[config.mk]
export PLATFORM = sky130hd
export DESIGN_NAME = bwr_host_port
export DESIGN_NICKNAME = d
export VERILOG_FILES = /design/src/rtl/bwr_pkg.sv /design/src/rtl/bwr_ctrl.sv /design/src/rtl/bwr_addr_gen.sv /design/src/rtl/bwr_wr_stage.sv /design/src/rtl/bwr_host_port.sv
export SDC_FILE = /design/constraint.sdc
export NUM_CORES = 1
export LEC_CHECK = 0
export BUFFER_PORTS_ARGS = -buffer_cell sky130_fd_sc_hd__buf_2
export CORE_MARGIN = 2
export CORE_UTILIZATION = 35
export DETAILED_ROUTE_END_ITERATION = 16
export PLACE_DENSITY_LB_ADDON = 0.25
export SYNTH_ARGS = -nofsm -noshare
export SYNTH_HDL_FRONTEND = slang
export SYNTH_SLANG_ARGS = --single-unit
[constraint.sdc]
create_clock -name clk -period 4.9 [get_ports clk]
set_input_delay 0.98 -clock clk [delete_from_list [all_inputs] [get_ports clk]]
set_output_delay 0.98 -clock clk [all_outputs]
set_load 0.01 [all_outputs]
[src/rtl/bwr_pkg.sv]
package bwr_pkg;
  typedef enum logic [1:0] {
    S_IDLE    = 2'd0,
    S_BURST   = 2'd1,
    S_RELEASE = 2'd2
  } bwr_state_e;
endpackage

[src/rtl/bwr_ctrl.sv]
module bwr_ctrl
  import bwr_pkg::*;
#(
  parameter int BE_W = 2
) (
  input  logic            clk,
  input  logic            rst_n,
  input  logic            sel_n,
  input  logic            strb_n,
  input  logic            last_n,
  input  logic [BE_W-1:0] be,
  input  logic            stop_n,
  output logic            rdy_n,
  output logic            start,
  output logic            take
);
  bwr_state_e st;
  logic       be_full;

  assign be_full = &be;
  assign start   = (st == S_IDLE) && !sel_n && !strb_n && be_full;
  assign take    = (st == S_BURST) && !sel_n && stop_n && be_full;

  always_ff @(posedge clk) begin
    if (!rst_n) begin
      st    <= S_IDLE;
      rdy_n <= 1'b1;
    end else begin
      case (st)
        S_IDLE: begin
          if (!sel_n && !strb_n) begin
            st    <= be_full ? S_BURST : S_RELEASE;
            rdy_n <= !be_full;
          end
        end
        S_BURST: begin
          if (sel_n) begin
            st    <= S_IDLE;
            rdy_n <= 1'b1;
          end else if (take && !last_n) begin
            st    <= S_RELEASE;
            rdy_n <= 1'b1;
          end
        end
        S_RELEASE: begin
          if (sel_n) st <= S_IDLE;
        end
        default: begin
          st    <= S_IDLE;
          rdy_n <= 1'b1;
        end
      endcase
    end
  end

  AST_TAKE_WHILE_READY: assert property (@(posedge clk) disable iff (!rst_n)
    take |-> !rdy_n);
  AST_LAST_CLOSES: assert property (@(posedge clk) disable iff (!rst_n)
    (take && !last_n) |=> rdy_n);
  AST_SEL_HIGH_ENDS: assert property (@(posedge clk) disable iff (!rst_n)
    sel_n |=> rdy_n);
endmodule

[src/rtl/bwr_addr_gen.sv]
module bwr_addr_gen #(
  parameter int ADDR_W = 16
) (
  input  logic              clk,
  input  logic              rst_n,
  input  logic              load,
  input  logic [ADDR_W-1:0] load_addr,
  input  logic              step,
  output logic [ADDR_W-1:0] cur
);
  localparam logic [ADDR_W-1:0] ONE = ADDR_W'(1);

  always_ff @(posedge clk) begin
    if (!rst_n)    cur <= '0;
    else if (load) cur <= load_addr;
    else if (step) cur <= cur + ONE;
  end
endmodule

[src/rtl/bwr_wr_stage.sv]
module bwr_wr_stage #(
  parameter int ADDR_W = 16,
  parameter int DATA_W = 16
) (
  input  logic              clk,
  input  logic              rst_n,
  input  logic              take,
  input  logic [ADDR_W-1:0] addr_in,
  input  logic [DATA_W-1:0] data_in,
  output logic              wr_en,
  output logic [ADDR_W-1:0] wr_addr,
  output logic [DATA_W-1:0] wr_data
);
  always_ff @(posedge clk) begin
    if (!rst_n) begin
      wr_en   <= 1'b0;
      wr_addr <= '0;
      wr_data <= '0;
    end else begin
      wr_en <= take;
      if (take) begin
        wr_addr <= addr_in;
        wr_data <= data_in;
      end
    end
  end
endmodule

[src/rtl/bwr_host_port.sv]
module bwr_host_port #(
  parameter int ADDR_W = 16,
  parameter int DATA_W = 16,
  parameter int BE_W   = DATA_W / 8
) (
  input  logic              clk,
  input  logic              rst_n,
  input  logic              sel_n,
  input  logic              strb_n,
  input  logic [ADDR_W-1:0] addr,
  input  logic [DATA_W-1:0] data,
  input  logic              last_n,
  input  logic [BE_W-1:0]   byte_en,
  input  logic              fifo_full,
  output logic              rdy_n,
  output logic              stop_n,
  output logic              wr_en,
  output logic [ADDR_W-1:0] wr_addr,
  output logic [DATA_W-1:0] wr_data
);
  localparam logic [ADDR_W-1:0] ONE = ADDR_W'(1);

  logic              start;
  logic              take;
  logic [ADDR_W-1:0] cur_addr;

  always_ff @(posedge clk) begin
    if (!rst_n) stop_n <= 1'b1;
    else        stop_n <= !fifo_full;
  end

  bwr_ctrl #(.BE_W(BE_W)) u_ctrl (
    .clk    (clk),
    .rst_n  (rst_n),
    .sel_n  (sel_n),
    .strb_n (strb_n),
    .last_n (last_n),
    .be     (byte_en),
    .stop_n (stop_n),
    .rdy_n  (rdy_n),
    .start  (start),
    .take   (take)
  );

  bwr_addr_gen #(.ADDR_W(ADDR_W)) u_addr (
    .clk       (clk),
    .rst_n     (rst_n),
    .load      (start),
    .load_addr (addr),
    .step      (take),
    .cur       (cur_addr)
  );

  bwr_wr_stage #(.ADDR_W(ADDR_W), .DATA_W(DATA_W)) u_wr (
    .clk     (clk),
    .rst_n   (rst_n),
    .take    (take),
    .addr_in (cur_addr),
    .data_in (data),
    .wr_en   (wr_en),
    .wr_addr (wr_addr),
    .wr_data (wr_data)
  );

  AST_STALL_NO_WRITE: assert property (@(posedge clk) disable iff (!rst_n)
    !stop_n |=> !wr_en);
  AST_WORD_STEP: assert property (@(posedge clk) disable iff (!rst_n)
    (wr_en && $past(wr_en)) |-> (wr_addr == $past(wr_addr) + ONE));
  AST_BE_GUARD: assert property (@(posedge clk) disable iff (!rst_n)
    wr_en |-> ($past(byte_en) == {BE_W{1'b1}}));
  AST_WRITE_NEEDS_SELECT: assert property (@(posedge clk) disable iff (!rst_n)
    wr_en |-> !$past(sel_n));
endmodule

==> flow_metrics.py, run 1 <==
metrics = {
    "run_status": {
        "status": "finished, final reports clean",
    },
    "sta": {
        "hold_viol": 0,
        "fin_crit_ps": 2660,
        "timing.fmax_mhz": 376,
        "slew-limit-headroom_pct": 44.2,
        "clock_skew_ps": 6.58,
        "setup_viol": 0,
        "max_slew.worst_pin.slew_ps": 835,
        "rsz0062_at_grt": "false",
        "post-route-period-util_pct": 54.3,
        "fin_setup_tns_ps": 0,
        "slew_viol_final": 0,
    },
    "cts": {
        "clock_sinks": 53,
        "clk_pin_slew_ps": 90,
        "cts_resized": 0,
        "root_buffer": "clkbuf_8",
        "clk_path_buf_depth": 2,
        "clock_latency_ps": 300,
        "cts_setup_buffers": 0,
        "cts_max_level": 2,
        "cts_buffers": 5,
        "ctsHoldBuffers": 0,
        "cts_tree": "yes",
    },
    "worst_setup_path": {
        "crit_type": "input port to flop",
        "slowest_delay_ps": 540,
        "reg2regPathDepth": 5,
        "worstPathArrival_ps": 2910,
        "crit_fanout": 20,
        "slowest_stage": "or4_1",
        "crit_required_ps": 5150,
        "critical_path.startpoint_type": "input port",
        "cp-end-kind": "flop",
        "path_cells": "buf_2 > nor3b_4 > nand2_1 > buf_4 > or4_1 > nand4_1",
    },
    "grt": {
        "grt_pass1_wl_mm": 9.27,
        "gr-total-overflow": 0,
        "grt_max_degree": 38,
        "track_usage_pct": 15.9,
        "grt_pass1_vias": 2000,
        "antenna_found_initial": 0,
    },
    "power": {
        "fin_total_pwr_mw": 0.788,
        "ir_worst_vdd_uv": 144,
        "p_leak_nw": 1.06,
        "power.density_nw_per_um2": 282,
    },
    "drt": {
        "wl_per_cell_um": 13.5,
        "drt_iter0_drc": 117,
        "num_vias": 2231,
        "detail_route.vias_per_cell": 5.24,
        "drc": 0,
        "wl_mm": 5.75,
        "drtAntennaViolNets": 0,
        "first_pass_iters": 4,
    },
    "logic_synthesis": {
        "yosysTopAreaCell": "dfxtp_1",
        "synth_warnings": 0,
        "postSynthAreaPerCell_um2": 8.09,
        "synth_cells": 281,
        "synthFlopType": "dfxtp_1",
        "post-synth-top-count-cell": "nand2_1",
        "ys_top_cells_by_area": "dfxtp_1, nand2_1, a21oi_1",
        "yosys.area.top_type_share_pct": 46.7,
        "yosys-top-cells-count": "nand2_1, dfxtp_1, a21oi_1, nand3_1, o21ai_0",
        "synthArstFlopShare_pct": 0,
        "synthDistinctLibCells": 44,
        "synth_edf_count": 0,
        "synth-seq-area-share_pct": 46.7,
        "syn-num-nets": 322,
        "netlist_area_um2": 2270,
        "synth-seq-cells": 53,
    },
    "placement": {
        "place_congestion": 0.798,
        "dpl.cell_count": 418,
        "dp_hpwl_mm": 4.06,
        "port_buffers": 74,
    },
    "cells_and_area": {
        "final_cells": 426,
        "insertedDiodeCount": 0,
        "fin_nets": 389,
        "area_growth_pct": 23.1,
        "drive_gt1_share_pct": 25.5,
    },
    "floorplanning": {
        "io_pins": 75,
        "rows": 29,
        "start_util_pct": 36.0,
        "dieWidth_um": 84.6,
        "core_um2": 6310,
        "die_h_um": 84.6,
        "die_area_um2": 7160,
    },
    "hold_path": {
        "whs_path_depth": 2,
        "hold_class": "flop to flop",
    },
    "run": {
        "maxCapViolCount": 0,
    },
}
==> sequential cells by signal (all words and copies together) (netlist names) <==
signal	count
stop_n	1
u_wr.wr_en	1
u_ctrl.rdy_n	1
u_ctrl.st	2
u_wr.wr_data	16
u_wr.wr_addr	16
u_addr.cur	16
==> placed cells by master (no fill, tap or decap), types with 5 or more instances in the layout <==
master | Yosys | routed
nand2_1 | 74 | 74
a31oi_1 | 8 | 8
a21oi_1 | 41 | 41
nor3_1 | 6 | 6
nand3_1 | 10 | 10
o21ai_0 | 10 | 10
buf_2 | 6 | 74
inv_1 | 5 | 5
or3_1 | 6 | 6
clkbuf_8 | 0 | 5
dfxtp_1 | 53 | 53
==> through the flow <==
step	setup slack [ps]	utilization [%]	hold WS (ps)	instance area, um2
2_1_floorplan	2780	-	443	2270
3_3_place_gp	1950	42.6	439	2690
3_5_place_dp	1910	42.6	447	2690
4_1_cts	2240	44.3	461	2800
5_1_grt	2090	44.3	475	2800
6_report	2240	44.3	458	2800
==> cell type report <==
cell class,count,area (um2)
inverter,5,18.8
clock buffer,6,72.6
tap,77,96.3
timing repair buffer,76,385
clock inverter,2,38.8
sequential,53,1060
multi-input combinational,207,1130
fill,670,3510
==> worst max-delay path, delay by kind of cell <==
| family | cells | cell delay, ps |
|---|---|---|
| buf+inv | 2 | 520 |
| simple gates | 4 | 1400 |
==> power breakdown <==
| group | total [mW] | switching, mW | internal [mW] | leakage [nW] |
|---|---|---|---|---|
| registers | 0.442 | 0.00620 | 0.436 | 0.428 |
| clock network | 0.297 | 0.144 | 0.154 | 0.0554 |
| logic | 0.0495 | 0.0278 | 0.0217 | 0.576 |
==> logic make-up (layout without fill, tap and decap cells) <==
group	count (synthesis)	in the layout	share of synthesized area [%]
multiplexers	2	2	0.881
XOR/XNOR	1	1	0.385
flip-flops	53	53	46.7
adder cells (fa/ha/maj)	1	1	0.550
buffers and inverters	21	89	3.80
AO/OA/AOI/OAI	79	79	20.3
AND/OR/NAND/NOR	124	124	27.4
==> layer usage <==
metal	track usage (%)	vias up	part of all wire [%]
met3	3.54	6	7.6
met5	0	-	0
li1	-	1138	-
met1	21.5	1006	48
met2	24.8	81	44
met4	6.06	0	0.91
==> final timing paths <==
path | from | endpoint | slack (ps)
max | sel_n | u_addr.cur[13] | 2240
min | u_wr.wr_addr[12] | u_wr.wr_addr[12] | 460
max reg2reg | u_ctrl.st[0] | u_addr.cur[13] | 2530
min reg2reg | u_wr.wr_addr[12] | u_wr.wr_addr[12] | 460
Power figures use the tool's default switching activity.
==> run 2, diff against run 1 <==
Clock period 4.9 ns to 2.3 ns, I/O delays scaled along.
==> flow_metrics.py, run 2 (synthesized netlist as in run 1, its figures left out) <==
metrics = {
    "run_status": {
        "status": "finished, final reports clean",
    },
    "cells_and_area": {
        "seq_area_um2": 1060,
        "multiInputGateArea_um2": 1130,
        "fillers": 669,
        "final_util_pct": 45.3,
        "final_cells": 432,
        "insertedDiodeCount": 0,
        "layout_common_cells": "nand2_1, buf_2, dfxtp_1",
        "area_growth_pct": 25.9,
        "drive_gt1_share_pct": 26.8,
        "fin_nets": 395,
        "design_area_um2": 2860,
        "top_regs": "u_addr.cur: 16 flops, u_wr.wr_addr: 16 flops, u_wr.wr_data: 16 flops",
    },
    "worst_setup_path": {
        "rr_endpoint": "u_addr.cur[10]",
        "critical_path.startpoint_type": "flop",
        "cp-end-kind": "flop",
        "r2r_setup_slack_ps": 530,
        "crit_fanout": 9,
        "crit_type": "flop to flop",
        "reg2regPathDepth": 4,
        "crit_required_ps": 2500,
        "worstPathArrival_ps": 1970,
        "r2r-start": "u_ctrl.st[0]",
    },
    "cts": {
        "root_buffer": "clkbuf_8",
        "clk_path_buf_depth": 2,
        "clock_sinks": 53,
        "ctsHoldBuffers": 0,
        "clk_pin_slew_ps": 100,
        "cts_max_level": 2,
        "cts_buffers": 5,
        "cts_setup_buffers": 0,
        "cts_resized": 0,
        "cts_tree": "yes",
        "clock_latency_ps": 310,
    },
    "power": {
        "ir_worst_vdd_uv": 254,
        "combinationalPowerShare_pct": 6.4,
        "p_clk_share_pct": 38.4,
        "p_sw_mw": 0.376,
        "p_int_mw": 1.33,
        "pwr-share-seq_pct": 55.2,
        "p_leak_nw": 1.09,
        "power.density_nw_per_um2": 597,
        "fin_total_pwr_mw": 1.71,
        "switching_share_pct": 22.0,
    },
    "sta": {
        "setup_viol": 0,
        "max_slew.worst_pin.slew_ps": 350,
        "hold_viol": 0,
        "worst_slack_ps": 531,
        "post-route-period-util_pct": 76.9,
        "fin_setup_tns_ps": 0,
        "slew-limit-headroom_pct": 76.4,
        "fin_hold_ws_ps": 295,
        "fin_crit_ps": 1770,
        "clock_skew_ps": 8.65,
        "slew_viol_final": 0,
        "rsz0062_at_grt": "false",
        "timing.fmax_mhz": 565,
    },
    "drt": {
        "drc": 0,
        "wl_mm": 5.74,
        "wl_per_cell_um": 13.3,
        "num_vias": 2228,
        "detail_route.vias_per_cell": 5.16,
        "first_pass_iters": 4,
        "drt_iter0_drc": 133,
        "drtAntennaViolNets": 0,
    },
    "hold_path": {
        "min_from": "fifo_full",
        "hold_class": "input port to flop",
        "whs_path_depth": 2,
        "hold_end": "stop_n",
    },
    "placement": {
        "dp_hpwl_mm": 4.13,
        "dp_slack_ps": 398,
        "dpl.cell_count": 424,
        "port_buffers": 74,
        "place_area_um2": 2750,
        "place_congestion": 0.791,
    },
    "grt": {
        "grt_max_degree": 26,
        "grt_pass1_vias": 2066,
        "antenna_found_initial": 0,
        "track_usage_pct": 16.5,
        "grt_pass1_wl_mm": 9.63,
        "gr-total-overflow": 0,
    },
    "run": {
        "maxCapViolCount": 0,
    },
    "floorplanning": {
        "start_util_pct": 36.0,
        "die_area_um2": 7160,
        "io_pins": 75,
        "dieWidth_um": 84.6,
        "rows": 29,
        "die_h_um": 84.6,
        "core_um2": 6310,
    },
}
[run 2: metal layers]
metal  GRT usage, %  vias to the layer above  wire, um
li1               -                     1150         -
met1           22.7                     1001      2780
met2           25.2                       66      2480
met3           4.52                       11       370
met4           5.34                        0       106
met5              0                        -         0
[run 2: worst max path at each step]
stage / from / end / slack [ps] / depth (start not counted)
after global routing: u_ctrl.st[0] / u_addr.cur[12] / 390 / 4
after CTS: u_ctrl.st[0] / u_addr.cur[12] / 550 / 4
final: u_ctrl.st[0] / u_addr.cur[10] / 530 / 4
after global placement: sel_n / u_addr.cur[10] / 420 / 5
after detailed placement: sel_n / u_addr.cur[10] / 400 / 5
after floorplan: sel_n / u_addr.cur[10] / 700 / 5
[run 2: worst max-delay path, cell delays in order (launching register included)]
cell,delay [ps]
dfxtp_1,390
or4_1,690
nor2_4,290
mux2i_1,220
a21oi_1,70
[run 2: power by group through the flow]
stage | sequential [mW] | combinational (mW) | clock (mW)
after detailed placement | 0.963 | 0.109 | 0
after global routing | 0.945 | 0.122 | 0.728
after global placement | 0.963 | 0.110 | 0
after CTS | 0.942 | 0.110 | 0.681
after floorplan | 0.960 | 0.0556 | 0
final | 0.942 | 0.110 | 0.657
[run 2: final cells by class]
type | instances | area share (%)
sequential | 53 | 37.1
tap | 77 | 3.37
inverter | 5 | 0.656
multi-input combinational | 207 | 39.4
timing repair buffer | 82 | 15.5
clock buffer | 7 | 3.02
clock inverter | 1 | 1.05
